--- src/rtl/lic_pkg.sv ---
package lic_pkg;
  // Word offsets (byte address / 4) of the register map
  localparam int A_LEVEL  = 'h00;
  localparam int A_DMASK  = 'h01;
  localparam int A_POL    = 'h05;
  localparam int A_EN     = 'h06;
  localparam int A_RAW    = 'h07;
  localparam int A_MASKED = 'h08;
  localparam int A_CLR    = 'h09;
  localparam int A_TRIG   = 'h0A;
  localparam int A_CTRL0  = 'h10;

  localparam int DBNC_W   = 12;
  localparam int DATA_W   = 32;

  // debounce reached: the active run has lasted the programmed tick count
  function automatic logic dbnc_reached(input logic [DBNC_W-1:0] run,
                                        input logic [DBNC_W-1:0] limit);
    return run >= limit;
  endfunction

  // channel active when its level equals the selected polarity
  function automatic logic chan_active(input logic lvl, input logic pol);
    return lvl == pol;
  endfunction

  // debounce field of a control word
  function automatic logic [DBNC_W-1:0] dbnc_field(input logic [DATA_W-1:0] w);
    return w[DBNC_W-1:0];
  endfunction
endpackage

--- src/rtl/lic_sync.sv ---
module lic_sync #(
  parameter int W = 16
) (
  input  logic         clk,
  input  logic         rst_n,
  input  logic [W-1:0] async_in,
  output logic [W-1:0] sync_out
);
  logic [W-1:0] stage1_q;
  logic [W-1:0] stage2_q;

  always_ff @(posedge clk or negedge rst_n) begin
    if (!rst_n) begin
      stage1_q <= '0;
      stage2_q <= '0;
    end else begin
      stage1_q <= async_in;
      stage2_q <= stage1_q;
    end
  end

  assign sync_out = stage2_q;
endmodule

--- src/rtl/lic_tick.sv ---
module lic_tick #(
  parameter int DIV = 50000
) (
  input  logic clk,
  input  logic rst_n,
  output logic tick
);
  localparam int CW = (DIV > 1) ? $clog2(DIV) : 1;
  localparam logic [CW-1:0] LAST = CW'(DIV - 1);

  generate
    if (DIV > 1) begin : g_div
      logic [CW-1:0] cnt_q;
      always_ff @(posedge clk or negedge rst_n) begin
        if (!rst_n)             cnt_q <= '0;
        else if (cnt_q == LAST) cnt_q <= '0;
        else                    cnt_q <= cnt_q + 1'b1;
      end
      assign tick = (cnt_q == LAST);
    end else begin : g_nodiv
      assign tick = 1'b1;
    end
  endgenerate
endmodule

--- src/rtl/lic_chan.sv ---
module lic_chan
  import lic_pkg::*;
(
  input  logic              clk,
  input  logic              rst_n,
  input  logic              tick,
  input  logic              level,
  input  logic              pol,
  input  logic [DBNC_W-1:0] limit,
  input  logic              arm_req,
  output logic              armed,
  output logic              hit
);
  logic              arm_q;
  logic [DBNC_W-1:0] run_q;
  logic              active;

  assign active = chan_active(level, pol);
  assign hit    = arm_q && active && dbnc_reached(run_q, limit);

  always_ff @(posedge clk or negedge rst_n) begin
    if (!rst_n) begin
      arm_q <= 1'b0;
      run_q <= '0;
    end else if (arm_req) begin
      arm_q <= 1'b1;
      run_q <= '0;
    end else if (arm_q) begin
      if (!active)  run_q <= '0;
      else if (hit) arm_q <= 1'b0;
      else if (tick) run_q <= run_q + 1'b1;
    end
  end

  assign armed = arm_q;
endmodule

--- src/rtl/lvl_irq_ctrl.sv ---
module lvl_irq_ctrl
  import lic_pkg::*;
#(
  parameter int NCH    = 16,
  parameter int MS_DIV = 50000,
  parameter int ADDR_W = 8
) (
  input  logic              clk,
  input  logic              rst_n,
  input  logic              bus_sel,
  input  logic              bus_we,
  input  logic [ADDR_W-1:0] bus_addr,
  input  logic [DATA_W-1:0] bus_wdata,
  output logic [DATA_W-1:0] bus_rdata,
  input  logic [NCH-1:0]    ext_in,
  output logic              irq
);
  localparam int WW = ADDR_W - 2;

  logic [WW-1:0]     word;
  logic              wr_go;
  logic              rd_go;
  logic              tick;
  logic [NCH-1:0]    lvl_s;
  logic [NCH-1:0]    dmask_q, pol_q, en_q, raw_q;
  logic [NCH-1:0]    arm_q, set_evt, clr_evt, trig_evt;
  logic [DATA_W-1:0] ctrl_q [NCH];
  logic [DATA_W-1:0] rd_mux;

  assign word  = bus_addr[ADDR_W-1:2];
  assign wr_go = bus_sel && bus_we;
  assign rd_go = bus_sel && !bus_we;

  lic_sync #(.W(NCH)) u_sync (
    .clk(clk), .rst_n(rst_n), .async_in(ext_in), .sync_out(lvl_s)
  );

  lic_tick #(.DIV(MS_DIV)) u_tick (
    .clk(clk), .rst_n(rst_n), .tick(tick)
  );

  assign trig_evt = (wr_go && int'(word) == A_TRIG) ? bus_wdata[NCH-1:0] : '0;
  assign clr_evt  = (wr_go && int'(word) == A_CLR)  ? bus_wdata[NCH-1:0] : '0;

  generate
    for (genvar i = 0; i < NCH; i++) begin : g_ch
      logic ctrl_we;
      assign ctrl_we = wr_go && (int'(word) == A_CTRL0 + i);

      always_ff @(posedge clk or negedge rst_n) begin
        if (!rst_n)       ctrl_q[i] <= '0;
        else if (ctrl_we) ctrl_q[i] <= bus_wdata;
      end

      lic_chan u_chan (
        .clk(clk), .rst_n(rst_n), .tick(tick),
        .level(lvl_s[i]), .pol(pol_q[i]),
        .limit(dbnc_field(ctrl_q[i])),
        .arm_req(trig_evt[i]),
        .armed(arm_q[i]), .hit(set_evt[i])
      );
    end
  endgenerate

  always_ff @(posedge clk or negedge rst_n) begin
    if (!rst_n) begin
      dmask_q <= '0;
      pol_q   <= '0;
      en_q    <= '0;
    end else if (wr_go) begin
      if (int'(word) == A_DMASK) dmask_q <= bus_wdata[NCH-1:0];
      if (int'(word) == A_POL)   pol_q   <= bus_wdata[NCH-1:0];
      if (int'(word) == A_EN)    en_q    <= bus_wdata[NCH-1:0];
    end
  end

  always_ff @(posedge clk or negedge rst_n) begin
    if (!rst_n) raw_q <= '0;
    else        raw_q <= (raw_q & ~clr_evt) | set_evt;
  end

  always_comb begin
    rd_mux = '0;
    case (int'(word))
      A_LEVEL:  rd_mux[NCH-1:0] = lvl_s & dmask_q;
      A_DMASK:  rd_mux[NCH-1:0] = dmask_q;
      A_POL:    rd_mux[NCH-1:0] = pol_q;
      A_EN:     rd_mux[NCH-1:0] = en_q;
      A_RAW:    rd_mux[NCH-1:0] = raw_q;
      A_MASKED: rd_mux[NCH-1:0] = raw_q & en_q;
      default: begin
        for (int k = 0; k < NCH; k++)
          if (int'(word) == A_CTRL0 + k) rd_mux = ctrl_q[k];
      end
    endcase
  end

  assign bus_rdata = rd_go ? rd_mux : '0;
  assign irq       = |(raw_q & en_q);
endmodule

--- config.mk ---
export PLATFORM = sky130hd
export DESIGN_NAME = lvl_irq_ctrl
export DESIGN_NICKNAME = d
export VERILOG_FILES = /design/src/rtl/lic_pkg.sv /design/src/rtl/lic_sync.sv /design/src/rtl/lic_tick.sv /design/src/rtl/lic_chan.sv /design/src/rtl/lvl_irq_ctrl.sv
export SDC_FILE = /design/constraint.sdc
export NUM_CORES = 2
export LEC_CHECK = 0
export BUFFER_PORTS_ARGS = -buffer_cell sky130_fd_sc_hd__buf_2
export CORE_MARGIN = 3
export CORE_UTILIZATION = 30
export DETAILED_ROUTE_END_ITERATION = 8
export REMOVE_ABC_BUFFERS = 1
export SYNTH_ARGS = -nofsm -noshare
export SYNTH_HDL_FRONTEND = slang
export SYNTH_SLANG_ARGS = --single-unit
export TNS_END_PERCENT = 5
--- constraint.sdc ---
create_clock -name clk -period 3.34 [get_ports clk]
set_input_delay 0.668 -clock clk [delete_from_list [all_inputs] [get_ports clk]]
set_output_delay 0.668 -clock clk [all_outputs]
set_load 0.03 [all_outputs]
==> tab_implementation.tex <==
\begin{tabular}{lr}
\hline
Metric & Value \\
\hline
\multicolumn{2}{l}{\textbf{Final layout}} \\
\quad Finished Layout Cells & 6340 \\
\quad Growth of design area from synthesis to finish & 20.29\% \\
\quad Layout filler cell count & 14040 \\
\quad Most frequent standard cell in the layout excluding fill and tap cells & sky130\_fd\_sc\_hd\_\_dfrtp\_1 \\
\quad Highest-count cells in the layout ignoring fill and taps & 832 x sky130\_fd\_sc\_hd\_\_dfrtp\_1, 466 x sky130\_fd\_sc\_hd\_\_mux2\_2, 365 x sky130\_fd\_sc\_hd\_\_nand2\_1 \\
\quad Final layout net count & 4641 \\
\quad Fraction of final layout cells with drive strength greater than 1 & 25.51\% \\
\multicolumn{2}{l}{\textbf{Global routing}} \\
\quad Number of antenna violations at the first check in global routing & 12 \\
\quad Vias in the first global route & 33580 \\
\quad Overflow left after global routing & 0 \\
\quad All-Layer GR Usage & 19.01\% \\
\quad Pin count of the biggest net entering global routing & 83 \\
\quad Global-route wire length before repair & roughly 220000 um \\
\multicolumn{2}{l}{\textbf{Hold path}} \\
\quad Min-Delay Path Class & in2reg \\
\multicolumn{2}{l}{\textbf{Die}} \\
\quad Site row count & 138 \\
\quad Core area & roughly 140000 sq um \\
\quad Die width & 385.4 um \\
\quad Number of top-level pins & between 90 and 100 \\
\quad Y dimension of the die & 385.4 um \\
\quad Die Footprint & 148500 sq um \\
\quad Starting density of the core & 30.35\% \\
\multicolumn{2}{l}{\textbf{Logic synthesis}} \\
\quad Predominant post-synthesis flop cell & sky130\_fd\_sc\_hd\_\_dfrtp\_1 \\
\quad Number of warnings printed during yosys synthesis & 0 \\
\quad Cell area after technology mapping & 43190 sq um \\
\quad Proportion of register bits with asynchronous set or reset after synthesis & 100.0\% \\
\quad Proportion of netlist area held by the largest area contributor & between 40\% and 50\% \\
\quad Post-synthesis sequential area ratio & 48.21\% \\
\quad Avg Cell Area, Syn & 10.55 sq um \\
\quad Synth area leaders & sky130\_fd\_sc\_hd\_\_dfrtp\_1 48\%, sky130\_fd\_sc\_hd\_\_mux2\_2 12\%, sky130\_fd\_sc\_hd\_\_ha\_1 6.1\% \\
\quad Register bit count reported by yosys & between 800 and 900 \\
\quad Post-synth EDFFs & 0 \\
\quad Distinct cell type count after synthesis & 90 \\
\quad Library cell with the largest summed area after synthesis & sky130\_fd\_sc\_hd\_\_dfrtp\_1 \\
\quad Post-synthesis cell count & 4094 \\
\multicolumn{2}{l}{\textbf{Timing}} \\
\quad Total count of max-transition violations in the final report & 0 \\
\quad RSZ-0062 raised after global routing & yes \\
\quad Post-route clock skew & approximately 46 ps \\
\quad Fin worst setup slack & -296.6 ps \\
\quad Final period utilization & 108.9\% \\
\quad Max-slew headroom & 42.65\% \\
\quad Final Hold Vio Count & 0 \\
\quad Setup violations, final & 25 \\
\quad Max frequency & 275.0 MHz \\
\quad Pin slew with the least headroom to its limit & 860.3 ps \\
\quad Minimum clock period & 3637 ps \\
\multicolumn{2}{l}{\textbf{Setup path}} \\
\quad Start-to-end type of the worst setup path & in2out \\
\quad CP Capture Type & primary output \\
\quad Crit-path most repeated cell & sky130\_fd\_sc\_hd\_\_buf\_4 \\
\quad Highest cell delay on the worst timing path & 570 ps \\
\quad Largest fanout on the critical path & 9 \\
\quad Worst-path cell with the longest stage delay & sky130\_fd\_sc\_hd\_\_or4b\_4 \\
\quad CP Data Required Time & 2670 ps \\
\quad Data arrival time of the critical path & 2970 ps \\
\quad Cell Chain, Critical Path & buf\_4 > or4b\_4 > nor2\_4 > buf\_4 > a221oi\_2 > a22o\_1 > nand4\_1 > o21ai\_2 > a311oi\_2 > buf\_4 > buf\_6 \\
\quad Buffers plus inverters on the worst setup path & 4 \\
\quad Gate family responsible for the most delay along the worst path & simple AND/OR/NAND/NOR gates \\
\quad Startpoint type of the worst setup path & input pin \\
\multicolumn{2}{l}{\textbf{Clock network}} \\
\quad H-tree depth & 3 \\
\quad Sinks on the clock net & 832 \\
\quad Clock latency reported for the late side of the worst-skew pair & 700 ps \\
\quad Clock-pin slew on the worst setup and hold paths & 50 ps \\
\quad Clock tree from TritonCTS & done \\
\quad Cts bufs inserted & 95 \\
\quad Clock buffer depth & 3 \\
\quad Clock tree root driver cell & sky130\_fd\_sc\_hd\_\_clkbuf\_16 \\
\multicolumn{2}{l}{\textbf{Pwr}} \\
\quad Largest voltage drop on the vdd net & roughly 0.00039 V \\
\quad Leakage power & 0.02404 uW \\
\quad PwrDens & roughly 500 nW/um\^{}2 \\
\multicolumn{2}{l}{\textbf{Placement}} \\
\quad HPWL after DPL & between 100000 and 150000 um \\
\quad Global placement routability congestion & 0.9878 \\
\quad Worst slack at placement & -832.3 ps \\
\quad Count of placed standard cells including taps & 6158 \\
\quad Port buffer count & 90 \\
\multicolumn{2}{l}{\textbf{Job}} \\
\quad Number of maximum-capacitance violations & 0 \\
\multicolumn{2}{l}{\textbf{Drt}} \\
\quad Number of iterations in the first detailed-routing pass & 6 \\
\quad DRC violations left & 0 \\
\quad Ratio of routed vias to standard cells & 5.396 \\
\quad Violation count after the first detailed-routing iteration & 3024 \\
\quad Wirelength, routed & roughly 140000 um \\
\quad Routed len/inst & 22.59 um \\
\quad Remaining number of nets flagged by the antenna check after routing & 0 \\
\quad Via total after detailed routing & 34210 \\
\multicolumn{2}{l}{\textbf{Run status}} \\
\quad Violated checks & negative setup slack \\
\quad Status & finished with violations \\
\hline
\end{tabular}
[flip-flops by register name (all words and copies together), names as in the netlist]
name / flops
dmask_q: 16
u_sync.stage1_q: 16
u_sync.sync_out: 16
en_q: 16
g_ch.u_chan.armed: 16
ctrl_q: 512
pol_q: 16
g_ch.u_chan.run_q: 192
u_tick.g_div.cnt_q: 16
raw_q: 16
[worst paths after layout]
check / slack, ps / start / cells past startpoint / endpoint
max in group asynchronous: 1650 / rst_n / 3 / g_ch[7].u_chan.run_q[5]$_DFFE_PN0P_
min: 80 / ext_in[14] / 1 / u_sync.stage1_q[14]$_DFF_PN0_
max: -300 / bus_addr[2] / 11 / bus_rdata[11]
min in group asynchronous: 500 / rst_n / 2 / ctrl_q[90]$_DFFE_PN0P_
min reg2reg: 350 / u_sync.stage1_q[12]$_DFF_PN0_ / 0 / u_sync.sync_out[12]$_DFF_PN0_
max reg2reg: 350 / u_sync.sync_out[3]$_DFF_PN0_ / 7 / g_ch[3].u_chan.run_q[9]$_DFFE_PN0P_
[per-stage QoR]
step                util (%)  area (sq um)  power (uW)  setup TNS [ps]  hold WS (ps)
finish                 36.51         51950       26050           -4225         77.15
global route           36.51         51940       27140           -6174         48.36
CTS                    36.42         51820       26210           -4429         37.81
detailed placement     33.77         48040       15130           -9853         335.7
global placement       33.77         48040       14990           -9406         333.8
floorplan                  -         42320       13530          -62240         331.2
[report_power, final]
group	switching [uW]	internal, uW
combinational	1860	1330
sequential	911	11000
clock	4460	6540
[cell usage after synthesis, drive strengths merged, types with 14 or more instances]
master / n
o221ai: 19
and3: 46
nand2b: 22
o21a: 24
a222oi: 20
inv: 263
a221oi: 39
o211ai: 20
buf: 82
xor2: 69
a211oi: 35
and2: 29
or4: 22
nand4: 50
nor4: 15
nor3: 42
a22o: 27
nand2: 373
o21ai: 244
xnor2: 42
o31ai: 14
a21oi: 201
nand3: 108
dfrtp: 832
mux2: 466
or3: 50
a21o: 36
nor2b: 18
a21boi: 17
o2111ai: 22
nor2: 193
clkbuf: 130
a31oi: 26
a22oi: 127
ha: 209
o22ai: 23
[cell type report]
| cell class | instances | area [sq um] | area share (%) |
|---|---|---|---|
| clock inverters | 37 | 571.8 | 1.101 |
| repair buffers | 393 | 3503 | 6.744 |
| diodes | 5 | 12.51 | 0.02409 |
| well taps | 1890 | 2365 | 4.552 |
| clock buffers | 133 | 2713 | 5.222 |
| inverters | 263 | 987.2 | 1.900 |
| flip-flops and latches | 832 | 20820 | 40.08 |
| multi-input cells | 2787 | 20980 | 40.38 |
[cell families after synthesis]
logic type,Yosys count,share of synthesized area (%)
mux,480,12.56
xor+xnor,111,2.286
fa+ha+maj,209,6.055
buf+inv,475,4.302
compound gates,971,15.12
flops,832,48.21
simple gates,1016,11.47
[metal layers]
layer / vias up / routed length (um) / track usage, %
met5: - / 13 / 0
li1: 15470 / - / -
met2: 1185 / 64890 / 29.72
met3: 276 / 11120 / 4.292
met1: 17280 / 61990 / 25.82
met4: 2 / 5232 / 6.673
[timing repair]
action,4_1_cts,5_1_grt
hold buffers,1,0
setup endpoints to repair,32,33
pin swaps,41,8
buffers inserted,6,0
endpoints found under the hold margin,2,0
resized for setup,111,33
Note: power is estimated with default switching activity, not from simulation.
